File: src/rtl/bpred_pkg.sv
package bpred_pkg;

    typedef enum logic [1:0] {
        CTR_SNT = 2'd0,
        CTR_WNT = 2'd1,
        CTR_WT  = 2'd2,
        CTR_ST  = 2'd3
    } ctr_state_e;

    // next state of a counter given the resolved direction
    function automatic ctr_state_e ctr_next(input ctr_state_e cur, input logic taken);
        ctr_state_e nxt;
        unique case (cur)
            CTR_SNT: nxt = taken ? CTR_WNT : CTR_SNT;
            CTR_WNT: nxt = taken ? CTR_WT  : CTR_SNT;
            CTR_WT:  nxt = taken ? CTR_ST  : CTR_WNT;
            CTR_ST:  nxt = taken ? CTR_ST  : CTR_WT;
            default: nxt = CTR_SNT;
        endcase
        return nxt;
    endfunction

    // upper two states predict taken
    function automatic logic ctr_predict(input ctr_state_e cur);
        logic p;
        unique case (cur)
            CTR_WT, CTR_ST:   p = 1'b1;
            CTR_SNT, CTR_WNT: p = 1'b0;
            default:          p = 1'b0;
        endcase
        return p;
    endfunction

endpackage

File: src/rtl/bpred_index.sv
module bpred_index #(
    parameter int ADDR_IN_W  = 32,
    parameter int HIST_W     = 5,
    parameter int IDX_ADDR_W = 5,
    parameter int LO_ZERO    = 2,
    parameter int IDX_W      = HIST_W + IDX_ADDR_W
) (
    input  logic [ADDR_IN_W-1:0] addr,
    input  logic [HIST_W-1:0]    hist,
    output logic [IDX_W-1:0]     idx
);
    // history above, aligned address field below
    assign idx = {hist, addr[LO_ZERO +: IDX_ADDR_W]};
endmodule

File: src/rtl/bpred_history.sv
module bpred_history #(
    parameter int HIST_W = 5
) (
    input  logic              clk,
    input  logic              rst,
    input  logic              en,
    input  logic              taken,
    output logic [HIST_W-1:0] hist
);
    always_ff @(posedge clk) begin
        if (rst)     hist <= '0;
        else if (en) hist <= {hist[HIST_W-2:0], taken};
    end


    hist_shift_chk: assert property (@(posedge clk) disable iff (rst)
        (!$past(rst) && $past(en)) |-> hist[0] == $past(taken));


    hist_hold_chk: assert property (@(posedge clk) disable iff (rst)
        (!$past(rst) && !$past(en)) |-> $stable(hist));
endmodule

File: src/rtl/bpred_ctr_table.sv
module bpred_ctr_table
    import bpred_pkg::*;
#(
    parameter int IDX_W = 10,
    parameter int DEPTH = 1 << IDX_W
) (
    input  logic             clk,
    input  logic             rst,
    input  logic             en,
    input  logic [IDX_W-1:0] idx,
    input  logic             taken,
    output ctr_state_e       rd_state
);
    ctr_state_e mem [DEPTH];

    assign rd_state = mem[idx];

    always_ff @(posedge clk) begin
        if (rst) begin
            for (int i = 0; i < DEPTH; i++) mem[i] <= CTR_SNT;
        end else if (en) begin
            mem[idx] <= ctr_next(rd_state, taken);
        end
    end


    top_sat_chk: assert property (@(posedge clk) disable iff (rst)
        (en && taken && rd_state == CTR_ST) |=> mem[$past(idx)] == CTR_ST);


    bottom_sat_chk: assert property (@(posedge clk) disable iff (rst)
        (en && !taken && rd_state == CTR_SNT) |=> mem[$past(idx)] == CTR_SNT);
endmodule

File: src/rtl/bpred_stats.sv
module bpred_stats #(
    parameter int CNT_W = 32
) (
    input  logic             clk,
    input  logic             rst,
    input  logic             en,
    input  logic             miss,
    output logic [CNT_W-1:0] pred_count,
    output logic [CNT_W-1:0] miss_count
);
    always_ff @(posedge clk) begin
        if (rst) begin
            pred_count <= '0;
            miss_count <= '0;
        end else if (en) begin
            pred_count <= pred_count + 1'b1;
            if (miss) miss_count <= miss_count + 1'b1;
        end
    end


    miss_bound_chk: assert property (@(posedge clk) disable iff (rst)
        miss_count <= pred_count);


    pred_step_chk: assert property (@(posedge clk) disable iff (rst)
        (!$past(rst) && $past(en)) |-> pred_count == $past(pred_count) + 1'b1);
endmodule

File: src/rtl/corr_bpred.sv
module corr_bpred
    import bpred_pkg::*;
#(
    parameter int ADDR_IN_W  = 32,
    parameter int HIST_W     = 5,
    parameter int IDX_ADDR_W = 5,
    parameter int LO_ZERO    = 2,
    parameter int CNT_W      = 32
) (
    input  logic                 clk,
    input  logic                 rst,
    input  logic                 br_en,
    input  logic [ADDR_IN_W-1:0] br_addr,
    input  logic                 br_taken,
    output logic                 rsp_valid,
    output logic                 rsp_taken,
    output logic                 rsp_miss,
    output logic [CNT_W-1:0]     pred_count,
    output logic [CNT_W-1:0]     miss_count
);
    localparam int IDX_W = HIST_W + IDX_ADDR_W;

    logic [HIST_W-1:0] hist;
    logic [IDX_W-1:0]  idx;
    ctr_state_e        cur_state;
    logic              guess;
    logic              wrong;

    bpred_index #(
        .ADDR_IN_W(ADDR_IN_W), .HIST_W(HIST_W),
        .IDX_ADDR_W(IDX_ADDR_W), .LO_ZERO(LO_ZERO), .IDX_W(IDX_W)
    ) u_index (
        .addr(br_addr), .hist(hist), .idx(idx)
    );

    bpred_history #(.HIST_W(HIST_W)) u_history (
        .clk(clk), .rst(rst), .en(br_en), .taken(br_taken), .hist(hist)
    );

    bpred_ctr_table #(.IDX_W(IDX_W)) u_table (
        .clk(clk), .rst(rst), .en(br_en), .idx(idx),
        .taken(br_taken), .rd_state(cur_state)
    );

    assign guess = ctr_predict(cur_state);
    assign wrong = guess ^ br_taken;

    bpred_stats #(.CNT_W(CNT_W)) u_stats (
        .clk(clk), .rst(rst), .en(br_en), .miss(wrong),
        .pred_count(pred_count), .miss_count(miss_count)
    );

    always_ff @(posedge clk) begin
        if (rst) begin
            rsp_valid <= 1'b0;
            rsp_taken <= 1'b0;
            rsp_miss  <= 1'b0;
        end else begin
            rsp_valid <= br_en;
            rsp_taken <= br_en & guess;
            rsp_miss  <= br_en & wrong;
        end
    end


    rsp_timing_chk: assert property (@(posedge clk) disable iff (rst)
        !$past(rst) |-> rsp_valid == $past(br_en));


    miss_flag_chk: assert property (@(posedge clk) disable iff (rst)
        (!$past(rst) && rsp_valid) |-> rsp_miss == (rsp_taken != $past(br_taken)));


    upper_state_chk: assert property (@(posedge clk) disable iff (rst)
        (br_en && cur_state == CTR_ST) |=> rsp_taken);
endmodule

File: config.mk
export PLATFORM = sky130hd
export DESIGN_NAME = corr_bpred
export DESIGN_NICKNAME = d
export VERILOG_FILES = /design/src/rtl/bpred_pkg.sv /design/src/rtl/bpred_index.sv /design/src/rtl/bpred_history.sv /design/src/rtl/bpred_ctr_table.sv /design/src/rtl/bpred_stats.sv /design/src/rtl/corr_bpred.sv
export SDC_FILE = /design/constraint.sdc
export NUM_CORES = 2
export LEC_CHECK = 0
export BUFFER_PORTS_ARGS = -buffer_cell sky130_fd_sc_hd__buf_2
export CAP_MARGIN = 20
export CORE_ASPECT_RATIO = 0.9
export CORE_UTILIZATION = 45
export DETAILED_ROUTE_END_ITERATION = 10
export SYNTH_ARGS = -nofsm -noshare
export SYNTH_HDL_FRONTEND = slang
export SYNTH_HIERARCHICAL = 1
export SYNTH_SLANG_ARGS = --single-unit
File: constraint.sdc
create_clock -name clk -period 6.56 [get_ports clk]
set_clock_uncertainty 0.15 [all_clocks]
set_input_delay 1.312 -clock clk [delete_from_list [all_inputs] [get_ports clk]]
set_output_delay 1.312 -clock clk [all_outputs]
set_load 0.05 [all_outputs]
== Yosys cells after proc, flatten, opt, wreduce, memory -nomap -nowiden ==
Memory sizes are Yosys's and may differ from the RTL's.
Cells that the tools add are included.
Widths: inputs -> output; s select.

* Register bits after elaboration: 72
* Bits in latches: 0
* RAM bits: 2048
* Memory bits (read-only): 0
* Bits of input ports: 36
* Logic and storage cells: 36
* Memories: 1

* Add/sub/neg operators: 2
* $mul: 0
* Div/mod/pow operators: 0
* $lt $le $gt $ge: 0
* Equality and inequality tests: 3
* Shift operators: 0
* Mux-type cells: 16
* Bitwise gates (word level): 3
* Reduce and logical (&&, ||, !) cells: 5

{| class="wikitable"
|+ Memory list
! memory !! depth !! bits a word !! read ports !! clocked after memory_dff !! wr ports !! RTL line !! text
|-
| u_table.mem || 1024 || 2 || 1 || 0 || 1024 || bpred_ctr_table.sv:14 || <nowiki>ctr_state_e mem [DEPTH];</nowiki>
|}

{| class="wikitable"
|+ Operators with widths
! cell !! count
|-
| $add 32x1->32 const B || 2
|-
| $mux 10 || 1
|-
| $mux 2 || 5
|-
| $mux 1 || 8
|-
| $pmux 2 s4 || 1
|-
| $reduce_or 2->1 || 3
|-
| $eq 2x2->1 const B || 2
|-
| $and 1x1->1 || 2
|-
| $eq 2x1->1 const B || 1
|-
| $logic_not 2->1 || 1
|-
| $pmux 1 s2 || 1
|-
| $reduce_and 2->1 || 1
|-
| $xor 1x1->1 || 1
|}

== Logic depth before layout (Yosys ltp) ==
An unclocked memory read counts as a cell.

* Depth after elaboration: 6
* Gate-level depth with buffers: 21
* Gate-level depth less buffers: 13

== By module ==
Netlist, hierarchy kept.

{| class="wikitable"
|+ Modules (own cells, without submodules)
! module !! times used !! cells each !! area each (µm²)
|-
| bpred_ctr_table || 1 || 8453 || 100395.0
|-
| bpred_stats || 1 || 349 || 3067.9
|-
| bpred_history || 1 || 16 || 180.2
|-
| corr_bpred || 1 || 7 || 88.8
|-
| bpred_index || 1 || 10 || 75.1
|}

== Worst setup path after synthesis ==
OpenSTA, ideal clock, no wires.

* Kind: input -> register
* From: input br_addr[3]
* To: register u_stats.miss_count[24]
* Library setup time: 70 ps
* Arrival: 5081 ps
* Setup slack: 1259 ps
* Cell stages on the path: 21
* Buffers on the path: 8
* Cell sequence: buf_4 buf_2 buf_2 buf_2 buf_2 buf_2 mux2i_1 o22ai_1 nor4_1 o2111ai_1 nand4_1 nand2_1 nor4_2 inv_1 xor2_1 and4_1 buf_2 nand4_2 buf_2 or4_1 a21oi_1

* Longest elaborated chain between the ends: 6

{| class="wikitable"
|+ RTL lines
! what !! RTL line !! text
|-
| from (decl) || corr_bpred.sv:13 || <nowiki>input logic [ADDR_IN_W-1:0] br_addr,</nowiki>
|-
| $mem_v2 1024x2 * || - ||
|-
| via cur_state[1] || corr_bpred.sv:25 || <nowiki>ctr_state_e cur_state;</nowiki>
|-
| $eq 2x1->1, or another cell as far along || bpred_pkg.sv:26 || <nowiki>unique case (cur)</nowiki>
|-
| $reduce_or 2->1 || bpred_pkg.sv:26 ||
|-
| $pmux 1 s2 * || bpred_pkg.sv:26 ||
|-
| $xor 1x1->1 * || corr_bpred.sv:46 || <nowiki>assign wrong = guess ^ br_taken;</nowiki>
|-
| via wrong || corr_bpred.sv:27 || <nowiki>logic wrong;</nowiki>
|-
| $reduce_and 2->1 (no line) * || - ||
|-
| to (signal assigned) || bpred_stats.sv:17 || <nowiki>if (miss) miss_count <= miss_count + 1'b1;</nowiki>
|-
| to (decl) || bpred_stats.sv:9 || <nowiki>output logic [CNT_W-1:0] miss_count</nowiki>
|}

Mark *: on every way through the listed nets, which the timed path passes. The rest lies on a longest branch.
A chain may end at the register's enable or synchronous reset.

== Worst setup path after layout ==
* From: register u_history.hist[0]
* To: register u_stats.miss_count[16]

* Longest elaborated chain between the ends: 6

{| class="wikitable"
|+ RTL lines
! what !! RTL line !! text
|-
| from (decl) || bpred_history.sv:8 || <nowiki>output logic [HIST_W-1:0] hist</nowiki>
|-
| from (signal assigned) || bpred_history.sv:12 || <nowiki>else if (en) hist <= {hist[HIST_W-2:0], taken};</nowiki>
|-
| $mem_v2 1024x2 * || - ||
|-
| via cur_state[1] || corr_bpred.sv:25 ||
|-
| $eq 2x1->1, or another cell as far along || bpred_pkg.sv:26 ||
|-
| $reduce_or 2->1 || bpred_pkg.sv:26 ||
|-
| $pmux 1 s2 * || bpred_pkg.sv:26 ||
|-
| $xor 1x1->1 * || corr_bpred.sv:46 ||
|-
| via wrong || corr_bpred.sv:27 ||
|-
| $reduce_and 2->1 (no line) * || - ||
|}

Marks and branches as above.

==> flow_summary.yaml <==
yosys:
  ys_warn_count: 6
  syn_nets: 8873
  ys.flop_type: "edfxtp_1"
  synth.lib_cells_used.distinct: 67
  synth.yosys.seq_area_share_pct: 60.6
  synth_edf_count: 2048
  synth_cells: 8835
  ys_ff_latch: 2120
  synth-async-reset-ratio_pct: 0
  synth.avg_cell_area_sq_um: 11.7
  synthesis.area_sq_mm: 0.104
clocking:
  cts_root_buf: "clkbuf_16"
  clkLatencyLatePin_ps: 880
  clk_pin_slew_ps: 60
  cts.repair.resized: 0
  cts_tree: "done"
  cts_max_level: 4
  clock_path_buffers: 3
  cts_sinks: 2120
  cts_setup_buffers: 0
  hold_buffers: 0
  numCtsBuffers: 220
floorplan:
  fp.dieArea_sq_mm: 0.233
  coreArea_sq_mm: 0.228
  rows: 166
  initial_utilization_pct: 45.5
  die_h_microns: 458
  fp.dieW_microns: 508
  ioPinCount: 103
final_layout:
  seqCellArea_sq_mm: 0.0629
  areaGrowthSynthToFinish_pct: 11.0
  fillers: 19828
  drive_gt1_share_pct: 11.1
  multiInputGateArea_sq_mm: 0.0364
  postLayoutCoreUtil_pct: 50.5
  instances_no_fill: 11670
  fin_nets: 8498
drt:
  drt-vias-per-instance: 6.43
  wirelength_microns: 342000
  vias: 74995
  routedWlPerCell_microns: 29.3
  first_pass_iters: 9
  drc: 0
  ant_nets: 0
  drt_iter0_drc: 9625
setup_path:
  crit_type: "reg -> reg"
  crit_chain: "and2_2 > o21ai_0 > nor3_1 > a31oi_1 > buf_4 > nand4_1 > nand2_1 > nor4_2 > buf_4 > inv_1 > xor2_1 > and4_1 > nand4_2 > buf_4 > or3_1 > a21oi_1"
  cp_max_fo: 11
  cpMostUsedCell: "buf_4"
  cp.required_ps: 7180
  slowest_stage: "dfxtp_1"
  arrival_ps: 6880
  endpoint_kind: "register"
  startpoint_type: "register"
  worst-path-buf-inv: 4
  cpPeakStageDelay_ps: 1040
  cp_top_family: "simple AND/OR/NAND/NOR gates"
timing:
  fmax_ghz: 0.160
  finalHoldViolations: 0
  holdWs_ps: 341
  worst_pin_slew_ps: 1190
  slew_headroom_pct: 20.7
  rsz0062_at_grt: "no"
  finalSetupViolCount: 0
  final_max_slew_viol_count: 0
  min_period_ps: 6260
  period_share_pct: 95.5
grt:
  grt_pass1_wl_microns: 491000
  antenna_found_initial: 17
  grt_max_degree: 196
  overflow: 0
  grt_pass1_vias: 71051
  track_usage_pct: 28.8
job:
  max_cap_violations: 0
placement:
  hpwl_microns: 207000
  portBuffers: 75
  place.gp.congestion: 0.861
  place_inst: 11249
run_status:
  status: "finished clean"
power:
  p_per_area_mw_per_mm2: 267
  finalPower_mw: 30.8
  p_leak_nw: 39.5
  peakVddDrop_v: 0.000254
min_path:
  hold_class: "reg -> reg"
[per-layer routing]
metal  global-route usage [%]  vias up  share of wire (%)
li1                         -    32180                  -
met1                     41.1    37859                 40
met2                     44.0     4275                 45
met3                     5.27      675                 11
met4                     10.3        6                3.9
met5                        0        -              0.012
[report_power, final]
part	switching (mW)	total (mW)	leakage [nW]	internal (mW)
logic	2.24	3.23	14.4	0.989
clock network	5.34	12.2	3.36	6.87
registers	0.138	15.4	21.7	15.2
[state kept, by name, summed over array words and instances, names as in the netlist]
| register | count |
|---|---|
| rsp_valid | 1 |
| rsp_miss | 1 |
| u_stats/miss_count | 32 |
| u_stats/pred_count | 32 |
| u_history/hist | 5 |
| u_table/mem | 2048 |
| rsp_taken | 1 |
[final timing paths]
check	endpoint	slack, ps	cells past startpoint	startpoint
setup / recovery	u_stats/miss_count[16]	300	16	u_history/hist[0]
hold reg to reg	u_stats/pred_count[31]	340	2	u_stats/pred_count[31]
setup reg to reg	u_stats/miss_count[16]	300	16	u_history/hist[0]
hold / removal	u_stats/pred_count[31]	340	2	u_stats/pred_count[31]
[layout by cell type, fill, tap and decap left out, drive strengths merged, types with 36 or more instances in the layout]
| master | count |
|---|---|
| clkinv | 97 |
| nor3 | 1417 |
| o21ai | 62 |
| clkbuf | 282 |
| nand2 | 437 |
| a21o | 67 |
| nand2b | 352 |
| nand4 | 45 |
| nor4 | 70 |
| a21oi | 43 |
| nand3 | 61 |
| edfxtp | 2048 |
| mux4 | 49 |
| o2111ai | 36 |
| mux2i | 934 |
| o22ai | 380 |
| buf | 485 |
| o21bai | 609 |
| nor2 | 815 |
| dfxtp | 72 |
[worst register-to-register path, stage by stage (launching register included)]
cell	delay [ps]
dfxtp_1	1040
and2_2	1040
o21ai_0	260
nor3_1	240
a31oi_1	120
buf_4	190
nand4_1	250
nand2_1	240
nor4_2	750
buf_4	220
inv_1	50
xor2_1	260
and4_1	420
nand4_2	250
buf_4	220
or3_1	300
a21oi_1	150
[final cells by class]
| type | instances | share of cell area, % |
|---|---|---|
| Timing Repair Buffer | 485 | 4.47 |
| Tap cell | 3024 | 3.28 |
| Sequential cell | 2120 | 54.6 |
| Inverter | 9 | 0.0293 |
| Clock buffer | 282 | 5.07 |
| Antenna cell | 5 | 0.0109 |
| Clock inverter | 121 | 0.871 |
| Multi-Input combinational cell | 5624 | 31.6 |
[Yosys cell counts, types with 3 or more instances]
library cell / count / area (sq um)
clkbuf_1: 624 / 2340
and2_1: 14 / 87.6
and3b_1: 3 / 26.3
a21o_1: 67 / 503
a22oi_1: 12 / 90.1
nand4bb_1: 5 / 56.3
or4_1: 28 / 210
or2_2: 3 / 18.8
buf_2: 355 / 1780
nand2b_1: 352 / 2200
o2111ai_1: 36 / 315
or3_1: 12 / 75.1
mux2i_1: 934 / 9350
or4b_1: 3 / 30.0
buf_1: 26 / 97.6
nor2b_1: 15 / 93.8
nand3_1: 61 / 305
nor3_1: 1396 / 6990
and4_1: 13 / 114
buf_4: 31 / 233
nor2_1: 814 / 3060
o21ai_0: 62 / 310
edfxtp_1: 2048 / 61500
nor4_1: 69 / 432
dfxtp_1: 72 / 1440
nand2_1: 435 / 1630
nor3_2: 21 / 210
o22ai_1: 380 / 2380
nand4_1: 42 / 263
xnor2_1: 6 / 52.6
a31o_2: 3 / 26.3
buf_6: 46 / 518
and3_1: 7 / 43.8
a211oi_1: 3 / 22.5
o31ai_1: 27 / 203
inv_1: 8 / 30.0
o22a_1: 33 / 289
o21bai_1: 609 / 4570
a31oi_1: 15 / 93.8
a21oi_1: 43 / 215
xor2_1: 17 / 149
mux4_2: 49 / 1100
[stage by stage]
step | instance area (sq um) | setup slack, ps | TNS [ps]
floorplan | 104000 | 1260 | 0
global placement | 108000 | -363 | -4500
detailed placement | 108000 | -377 | -5650
CTS | 115000 | 392 | 0
global route | 115000 | 183 | 0
finish | 115000 | 295 | 0
[logic make-up after synthesis]
group	count (synthesis)	share of synthesized area [%]
simple gates	3315	15.5
flops	2120	60.6
compound gates	1297	8.74
buf+inv	1091	4.82
mux	985	10.1
xor+xnor	23	0.194
fa+ha+maj	4	0.0458
Power figures use the tool's default switching activity.
